$ cat src/rtl/pa_pkg.sv
package pa_pkg;
  localparam int BYTE_W = 8;
  localparam int CNT_W  = 2 * BYTE_W;

  localparam logic [1:0] ADDR_CTRL = 2'd0;
  localparam logic [1:0] ADDR_FLAG = 2'd1;
  localparam logic [1:0] ADDR_CHI  = 2'd2;
  localparam logic [1:0] ADDR_CLO  = 2'd3;

  localparam int FLAG_OVF_BIT  = 7;
  localparam int FLAG_EDGE_BIT = 6;

  typedef struct packed {
    logic       enable;
    logic       gated;
    logic       polarity;
    logic [1:0] clk_sel;
    logic       ovf_ie;
    logic       edge_ie;
  } ctrl_t;
endpackage

$ cat src/rtl/pa_sync.sv
module pa_sync #(
  parameter int STAGES = 2
) (
  input  logic clk,
  input  logic rst_n,
  input  logic pin,
  output logic level,
  output logic rise,
  output logic fall
);
  logic [STAGES-1:0] sh_q, sh_d;
  logic              prev_q;

  always_comb begin
    sh_d = {sh_q[STAGES-2:0], pin};
  end

  always_ff @(posedge clk or negedge rst_n) begin
    if (!rst_n) begin
      sh_q   <= '0;
      prev_q <= 1'b0;
    end else begin
      sh_q   <= sh_d;
      prev_q <= sh_q[STAGES-1];
    end
  end

  assign level = sh_q[STAGES-1];
  assign rise  = level & ~prev_q;
  assign fall  = ~level & prev_q;

  // at most one edge direction per cycle
  a_r4_one_edge: assert property (@(posedge clk) disable iff (!rst_n)
    $onehot0({rise, fall}));
endmodule

$ cat src/rtl/pa_prescale.sv
module pa_prescale #(
  parameter int DIV_LOG2 = 6
) (
  input  logic clk,
  input  logic rst_n,
  output logic tick
);
  logic [DIV_LOG2-1:0] cnt_q, cnt_d;

  always_comb begin
    cnt_d = cnt_q + 1'b1;
  end

  always_ff @(posedge clk or negedge rst_n) begin
    if (!rst_n) cnt_q <= '0;
    else        cnt_q <= cnt_d;
  end

  assign tick = &cnt_q;

  // the divided clock enable is a single-cycle pulse
  a_r5_tick_pulse: assert property (@(posedge clk) disable iff (!rst_n)
    tick |=> !tick);
endmodule

$ cat src/rtl/pa_core.sv
module pa_core
  import pa_pkg::*;
(
  input  logic             clk,
  input  logic             rst_n,
  input  ctrl_t            ctrl,
  input  logic             level,
  input  logic             rise,
  input  logic             fall,
  input  logic             tick,
  input  logic             cnt_wr,
  input  logic [CNT_W-1:0] cnt_wdata,
  input  logic             clr_edge,
  input  logic             clr_ovf,
  output logic [CNT_W-1:0] count,
  output logic             edge_flag,
  output logic             ovf_flag
);
  logic [CNT_W-1:0] count_q, count_d;
  logic             edge_q, edge_d, ovf_q, ovf_d;
  logic             sel_edge, gate_on, inc, edge_set, ovf_set;

  always_comb begin
    sel_edge = ctrl.polarity ? rise : fall;
    gate_on  = level ^ ctrl.polarity;
    inc      = ctrl.enable & (ctrl.gated ? (tick & gate_on) : sel_edge);
    edge_set = ctrl.enable & sel_edge;
    ovf_set  = inc & (&count_q) & ~cnt_wr;

    if (cnt_wr)   count_d = cnt_wdata;
    else if (inc) count_d = count_q + 1'b1;
    else          count_d = count_q;

    edge_d = edge_set | (edge_q & ~clr_edge);
    ovf_d  = ovf_set  | (ovf_q  & ~clr_ovf);
  end

  always_ff @(posedge clk or negedge rst_n) begin
    if (!rst_n) begin
      count_q <= '0;
      edge_q  <= 1'b0;
      ovf_q   <= 1'b0;
    end else begin
      count_q <= count_d;
      edge_q  <= edge_d;
      ovf_q   <= ovf_d;
    end
  end

  assign count     = count_q;
  assign edge_flag = edge_q;
  assign ovf_flag  = ovf_q;

  // disabled accumulator holds its count
  a_r3_hold: assert property (@(posedge clk) disable iff (!rst_n)
    (!ctrl.enable && !cnt_wr) |=> (count_q == $past(count_q)));

  // without a bus write the count moves by at most one per cycle
  a_r5_step: assert property (@(posedge clk) disable iff (!rst_n)
    !cnt_wr |=> (count_q == $past(count_q) || count_q == $past(count_q) + 1'b1));

  // a wrap sets the overflow flag
  a_r7_wrap: assert property (@(posedge clk) disable iff (!rst_n)
    (&count_q && inc && !cnt_wr) |=> (ovf_q && count_q == '0));

  // clearing with no concurrent set leaves the flag low
  a_r8_clear_edge: assert property (@(posedge clk) disable iff (!rst_n)
    (clr_edge && !edge_set) |=> !edge_q);
endmodule

$ cat src/rtl/pa_regs.sv
module pa_regs
  import pa_pkg::*;
(
  input  logic              clk,
  input  logic              rst_n,
  input  logic              bus_sel,
  input  logic              bus_wr,
  input  logic [1:0]        bus_addr,
  input  logic [BYTE_W-1:0] bus_wdata,
  output logic [BYTE_W-1:0] bus_rdata,
  input  logic [CNT_W-1:0]  count,
  input  logic              edge_flag,
  input  logic              ovf_flag,
  output ctrl_t             ctrl,
  output logic              cnt_wr,
  output logic [CNT_W-1:0]  cnt_wdata,
  output logic              clr_edge,
  output logic              clr_ovf
);
  ctrl_t             ctrl_q, ctrl_d;
  logic [BYTE_W-1:0] hi_hold_q, hi_hold_d, lo_hold_q, lo_hold_d;
  logic              wr_ctrl, wr_flag, wr_hi, wr_lo, rd_hi;

  always_comb begin
    wr_ctrl = bus_sel & bus_wr & (bus_addr == ADDR_CTRL);
    wr_flag = bus_sel & bus_wr & (bus_addr == ADDR_FLAG);
    wr_hi   = bus_sel & bus_wr & (bus_addr == ADDR_CHI);
    wr_lo   = bus_sel & bus_wr & (bus_addr == ADDR_CLO);
    rd_hi   = bus_sel & ~bus_wr & (bus_addr == ADDR_CHI);

    ctrl_d    = wr_ctrl ? ctrl_t'(bus_wdata[6:0]) : ctrl_q;
    hi_hold_d = wr_hi ? bus_wdata : hi_hold_q;
    lo_hold_d = rd_hi ? count[BYTE_W-1:0] : lo_hold_q;

    cnt_wr    = wr_lo;
    cnt_wdata = {hi_hold_q, bus_wdata};
    clr_ovf   = wr_flag & bus_wdata[FLAG_OVF_BIT];
    clr_edge  = wr_flag & bus_wdata[FLAG_EDGE_BIT];

    bus_rdata = '0;
    case (bus_addr)
      ADDR_CTRL: bus_rdata = {1'b0, ctrl_q};
      ADDR_FLAG: begin
        bus_rdata[FLAG_OVF_BIT]  = ovf_flag;
        bus_rdata[FLAG_EDGE_BIT] = edge_flag;
      end
      ADDR_CHI:  bus_rdata = count[CNT_W-1:BYTE_W];
      default:   bus_rdata = lo_hold_q;
    endcase
  end

  always_ff @(posedge clk or negedge rst_n) begin
    if (!rst_n) begin
      ctrl_q    <= '0;
      hi_hold_q <= '0;
      lo_hold_q <= '0;
    end else begin
      ctrl_q    <= ctrl_d;
      hi_hold_q <= hi_hold_d;
      lo_hold_q <= lo_hold_d;
    end
  end

  assign ctrl = ctrl_q;

  // a high-byte write alone never touches the count
  a_r11_hi_held: assert property (@(posedge clk) disable iff (!rst_n)
    wr_hi |-> !cnt_wr);
endmodule

$ cat src/rtl/pulse_accum.sv
module pulse_accum
  import pa_pkg::*;
#(
  parameter int SYNC_STAGES = 2,
  parameter int DIV_LOG2    = 6
) (
  input  logic              clk,
  input  logic              rst_n,
  input  logic              pin_in,
  input  logic              bus_sel,
  input  logic              bus_wr,
  input  logic [1:0]        bus_addr,
  input  logic [BYTE_W-1:0] bus_wdata,
  output logic [BYTE_W-1:0] bus_rdata,
  output logic              irq_edge,
  output logic              irq_ovf
);
  logic             rst_meta_q, rst_q;
  ctrl_t            ctrl;
  logic             level, rise, fall, tick;
  logic             cnt_wr, clr_edge, clr_ovf, edge_flag, ovf_flag;
  logic [CNT_W-1:0] cnt_wdata, count;

  always_ff @(posedge clk or negedge rst_n) begin
    if (!rst_n) begin
      rst_meta_q <= 1'b0;
      rst_q      <= 1'b0;
    end else begin
      rst_meta_q <= 1'b1;
      rst_q      <= rst_meta_q;
    end
  end

  pa_sync #(.STAGES(SYNC_STAGES)) u_sync (
    .clk(clk), .rst_n(rst_q), .pin(pin_in),
    .level(level), .rise(rise), .fall(fall)
  );

  pa_prescale #(.DIV_LOG2(DIV_LOG2)) u_pre (
    .clk(clk), .rst_n(rst_q), .tick(tick)
  );

  pa_regs u_regs (
    .clk(clk), .rst_n(rst_q),
    .bus_sel(bus_sel), .bus_wr(bus_wr), .bus_addr(bus_addr),
    .bus_wdata(bus_wdata), .bus_rdata(bus_rdata),
    .count(count), .edge_flag(edge_flag), .ovf_flag(ovf_flag),
    .ctrl(ctrl), .cnt_wr(cnt_wr), .cnt_wdata(cnt_wdata),
    .clr_edge(clr_edge), .clr_ovf(clr_ovf)
  );

  pa_core u_core (
    .clk(clk), .rst_n(rst_q), .ctrl(ctrl),
    .level(level), .rise(rise), .fall(fall), .tick(tick),
    .cnt_wr(cnt_wr), .cnt_wdata(cnt_wdata),
    .clr_edge(clr_edge), .clr_ovf(clr_ovf),
    .count(count), .edge_flag(edge_flag), .ovf_flag(ovf_flag)
  );

  assign irq_edge = edge_flag & ctrl.edge_ie;
  assign irq_ovf  = ovf_flag & ctrl.ovf_ie;

  // no interrupt request without its enable bit
  a_r9_irq_gate: assert property (@(posedge clk) disable iff (!rst_q)
    (!ctrl.edge_ie |-> !irq_edge) and (!ctrl.ovf_ie |-> !irq_ovf));
endmodule

$ cat config.mk
export PLATFORM = sky130hd
export DESIGN_NAME = pulse_accum
export DESIGN_NICKNAME = d
export VERILOG_FILES = /design/src/rtl/pa_pkg.sv /design/src/rtl/pa_sync.sv /design/src/rtl/pa_prescale.sv /design/src/rtl/pa_core.sv /design/src/rtl/pa_regs.sv /design/src/rtl/pulse_accum.sv
export SDC_FILE = /design/constraint.sdc
export NUM_CORES = 1
export LEC_CHECK = 0
export ABC_CLOCK_PERIOD_IN_PS = 2100
export CORE_MARGIN = 1.5
export CORE_UTILIZATION = 40
export CTS_CLUSTER_SIZE = 24
export DETAILED_ROUTE_END_ITERATION = 6
export PLACE_DENSITY_LB_ADDON = 0.15
export SLEW_MARGIN = 10
export SYNTH_ARGS = -nofsm -noshare
export SYNTH_HDL_FRONTEND = slang
export SYNTH_HIERARCHICAL = 1
export SYNTH_SLANG_ARGS = --single-unit
$ cat constraint.sdc
create_clock -name clk -period 2.1 [get_ports clk]
set_clock_uncertainty 0.2 [all_clocks]
set_input_delay 0.42 -clock clk [delete_from_list [all_inputs] [get_ports clk]]
set_output_delay 0.42 -clock clk [all_outputs]
set_load 0.005 [all_outputs]
==> impl_metrics.toml <==
[place]
place_congestion = 0.823
io_buffers = 24
postPlaceCellArea_mm2 = 0.00329
placed_cells = 355
dp_hpwl_um = 4420

[die]
start_util_pct = 42.2
core-area_mm2 = 0.00649
die-height_um = 85.8
dieArea_mm2 = 0.00736
rows = 29
die_x_um = 85.8
ios = 25

[sta]
period_needed_ns = 2.18
finalSetupViolCount = 6
max_freq_ghz = 0.460
maxSlewViolCount = 0
slew_headroom_pct = 65.5
rsz0062_at_grt = "true"
setup_tns_ns = -0.225
setup_slack_ns = -0.0755
fin_crit_sh_pct = 104
hold_violations = 0
worstMarginPinSlew_ns = 0.517

[final_layout]
drive_above_1_share_pct = 41.0
design_area_mm2 = 0.00360
area_growth_pct = 31.4
antenna_cells = 0
final_nets = 309
nFillCells = 563
fin_cells = 370
fin_util_pct = 55.5

[yosys]
avgSynthCellArea_um2 = 11.9
yosysTopAreaCellShare_pct = 47.4
yosysTopAreaCell = "dfrtp_1"
syn_inst = 231
yosysWarnings = 6
synth-edff-count = 0
syn-num-nets = 248
synth.distinct_cells = 47
async_reset_ff_share_pct = 100
synthesis.area_mm2 = 0.00274
yosysSeqAreaShare_pct = 47.4
ys_ff_latch = 52
synth_area_leaders = "dfrtp_1 (47%), mux2_2 (7.4%), xnor2_1 (4.5%)"
yosys_most_used_dff = "dfrtp_1"

[critical_path]
critical_path.endpoint_type = "flop"
start_kind = "flop"
crit_type = "reg2reg"
reg2regPathDepth = 8
worstPathMaxFanout = 4
regToRegStartpoint = "u_pre/cnt_q[0]"
worstPathRequired_ns = 2.14
critPathLaunch = "u_pre/cnt_q[0]"
cp.arrival_ns = 2.21

[power]
swShare_pct = 32.1
leakage_nw = 1.51
pwr-share-comb_pct = 33.1
power.density_mw_per_mm2 = 875
clockPowerShare_pct = 19.1
p_int_w = 0.00214
switchingPower_w = 0.00101
power_frac_seq_pct = 47.8
ir_worst_vdd_uv = 492
power.total_w = 0.00316

[clock_tree]
tritoncts = "done"
clock_sinks = 52
htree_levels = 2
clk_pin_slew_worst_paths_ns = 0.10
root_buffer = "clkbuf_8"
clk_latency_ns = 0.31
hold_buffers = 0
clockBufferDepth = 2
cts_buffers = 5

[detailed_routing]
drt_wl_total_um = 6170
avgRoutedWirePerCell_um = 16.7
ant_nets = 0
avgViaCountPerCell = 5.18
dr.pass1.iters = 4
vias = 1915
drt_iter0_markers = 122
remaining_drc_errors = 0

[global_routing]
overflow = 0
grt_pass1_wl_um = 10300
grt_pass1_vias = 1960
antenna_found_initial = 0
grt_max_degree = 31
track_usage_pct = 18.4

[status]
status = "finished, violations left"
violations = "negative setup slack"

[min_path]
hp-class = "reg2async"

[flow_run]
max-cap-violations = 0
[routing by layer]
metal  up-vias  part of all wire (%)  GRT usage, %
li1        945                     -             -
met1       933                    49          25.4
met2        29                    47          28.8
met3         8                   3.0          3.95
met4         0                   1.6          6.16
met5         -                     0             0
[registers in the layout, indices dropped and copies added (netlist names)]
register	flops
u_pre/cnt_q	6
u_sync/sh_q	2
u_core/count	16
u_regs/ctrl	7
u_regs/lo_hold_q	8
u_sync/prev_q	1
u_core/ovf_flag	1
rst_meta_q	1
u_regs/hi_hold_q	8
u_core/edge_flag	1
rst_q	1
[power by group through the flow]
stage,clock (W),combinational [W],sequential [W]
floorplan,0,0.000555,0.00147
global placement,0,0.000914,0.00151
detailed placement,0,0.000922,0.00152
CTS,0.000620,0.00100,0.00150
global route,0.000657,0.00114,0.00155
finish,0.000603,0.00105,0.00151
[kinds of logic (layout without fill, tap and decap cells)]
family                     after synthesis  in the layout  share of synthesized area, %
buffers and inverters                   24             86                          6.39
xor gates and xnor gates                19             19                          6.07
adders and majority gates                2              2                         0.912
AOI/OAI and AO/OA                       24             24                          6.25
and+or+nand+nor                         73             73                          16.8
muxes                                   36             36                          16.0
other                                    1              1                         0.137
DFF                                     52             52                          47.4
[timing repair]
item	4_1_cts	5_1_grt
pin swaps	8	8
resized for setup	34	15
setup buffers	6	2
endpoints found under the setup margin	22	20
[synth_stat cells, types with 2 or more instances]
cell type / n
buf_4: 10
dfrtp_1: 52
o2bb2ai_1: 6
and2b_2: 2
mux2_2: 18
mux2i_1: 9
nor4_1: 8
xor2_1: 5
mux2_4: 8
o21ai_1: 7
buf_6: 4
inv_1: 5
nor3b_1: 3
o21ai_0: 8
ha_1: 2
nand3_1: 9
nor3_1: 3
nor2_1: 2
nand2_1: 23
xnor2_1: 14
and2_1: 3
nand4_1: 5
[placed cells by master (no fill, tap or decap), types with 3 or more instances in the layout]
cell type        instances
mux2i_1                  8
buf_12                   4
nand4_1                  5
inv_1                    5
buf_6                    4
nor3_2                   3
nand3_1                  9
dfrtp_1                 51
o2bb2ai_1                6
o21ai_1                 11
mux2_2                  17
xnor2_1                 13
mux2_4                   9
buf_4                   41
xor2_1                   4
o21ai_0                  3
clkbuf_8                 6
nor4_2                   5
nor4_4                   3
dlygate4sd2_1            7
clkdlybuf4s50_1         14
nand2_1                 22
[final timing paths]
path,to,slack (ns)
setup / recovery,u_core/count[10],-0.08
min in group clk,rst_q,0.17
max in group asynchronous,u_sync/prev_q,1.12
hold / removal,u_regs/hi_hold_q[3],0.05
setup reg to reg,u_core/count[10],-0.08
hold reg to reg,u_regs/hi_hold_q[3],0.05
[metrics by stage]
step | hold slack (ns) | setup slack, ns
2_1_floorplan | -0.0756 | 0.0536
3_3_place_gp | 0.0479 | -0.519
5_1_grt | 0.0585 | -0.141
6_report | 0.0462 | -0.0755
4_1_cts | 0.0527 | -0.114
3_5_place_dp | 0.0516 | -0.530
[critical path, stage by stage, from the launching register on]
cell	delay [ns]
dfrtp_1	0.37
ha_2	0.19
nand2_2	0.07
nor2_4	0.13
a311oi_4	0.15
buf_4	0.17
or4_4	0.54
xor2_2	0.17
o21ai_1	0.12
[layout make-up]
type | instances | area (um^2) | share of cell area (%)
multi-input combinational | 155 | 1430 | 39.7
sequential | 52 | 1300 | 36.1
timing repair buffer | 73 | 659 | 18.3
tap | 77 | 96.3 | 2.67
clock buffer | 6 | 82.6 | 2.29
inverter | 5 | 18.8 | 0.521
clock inverter | 2 | 15.0 | 0.417
No activity file was read; power rests on OpenSTA's default activity.
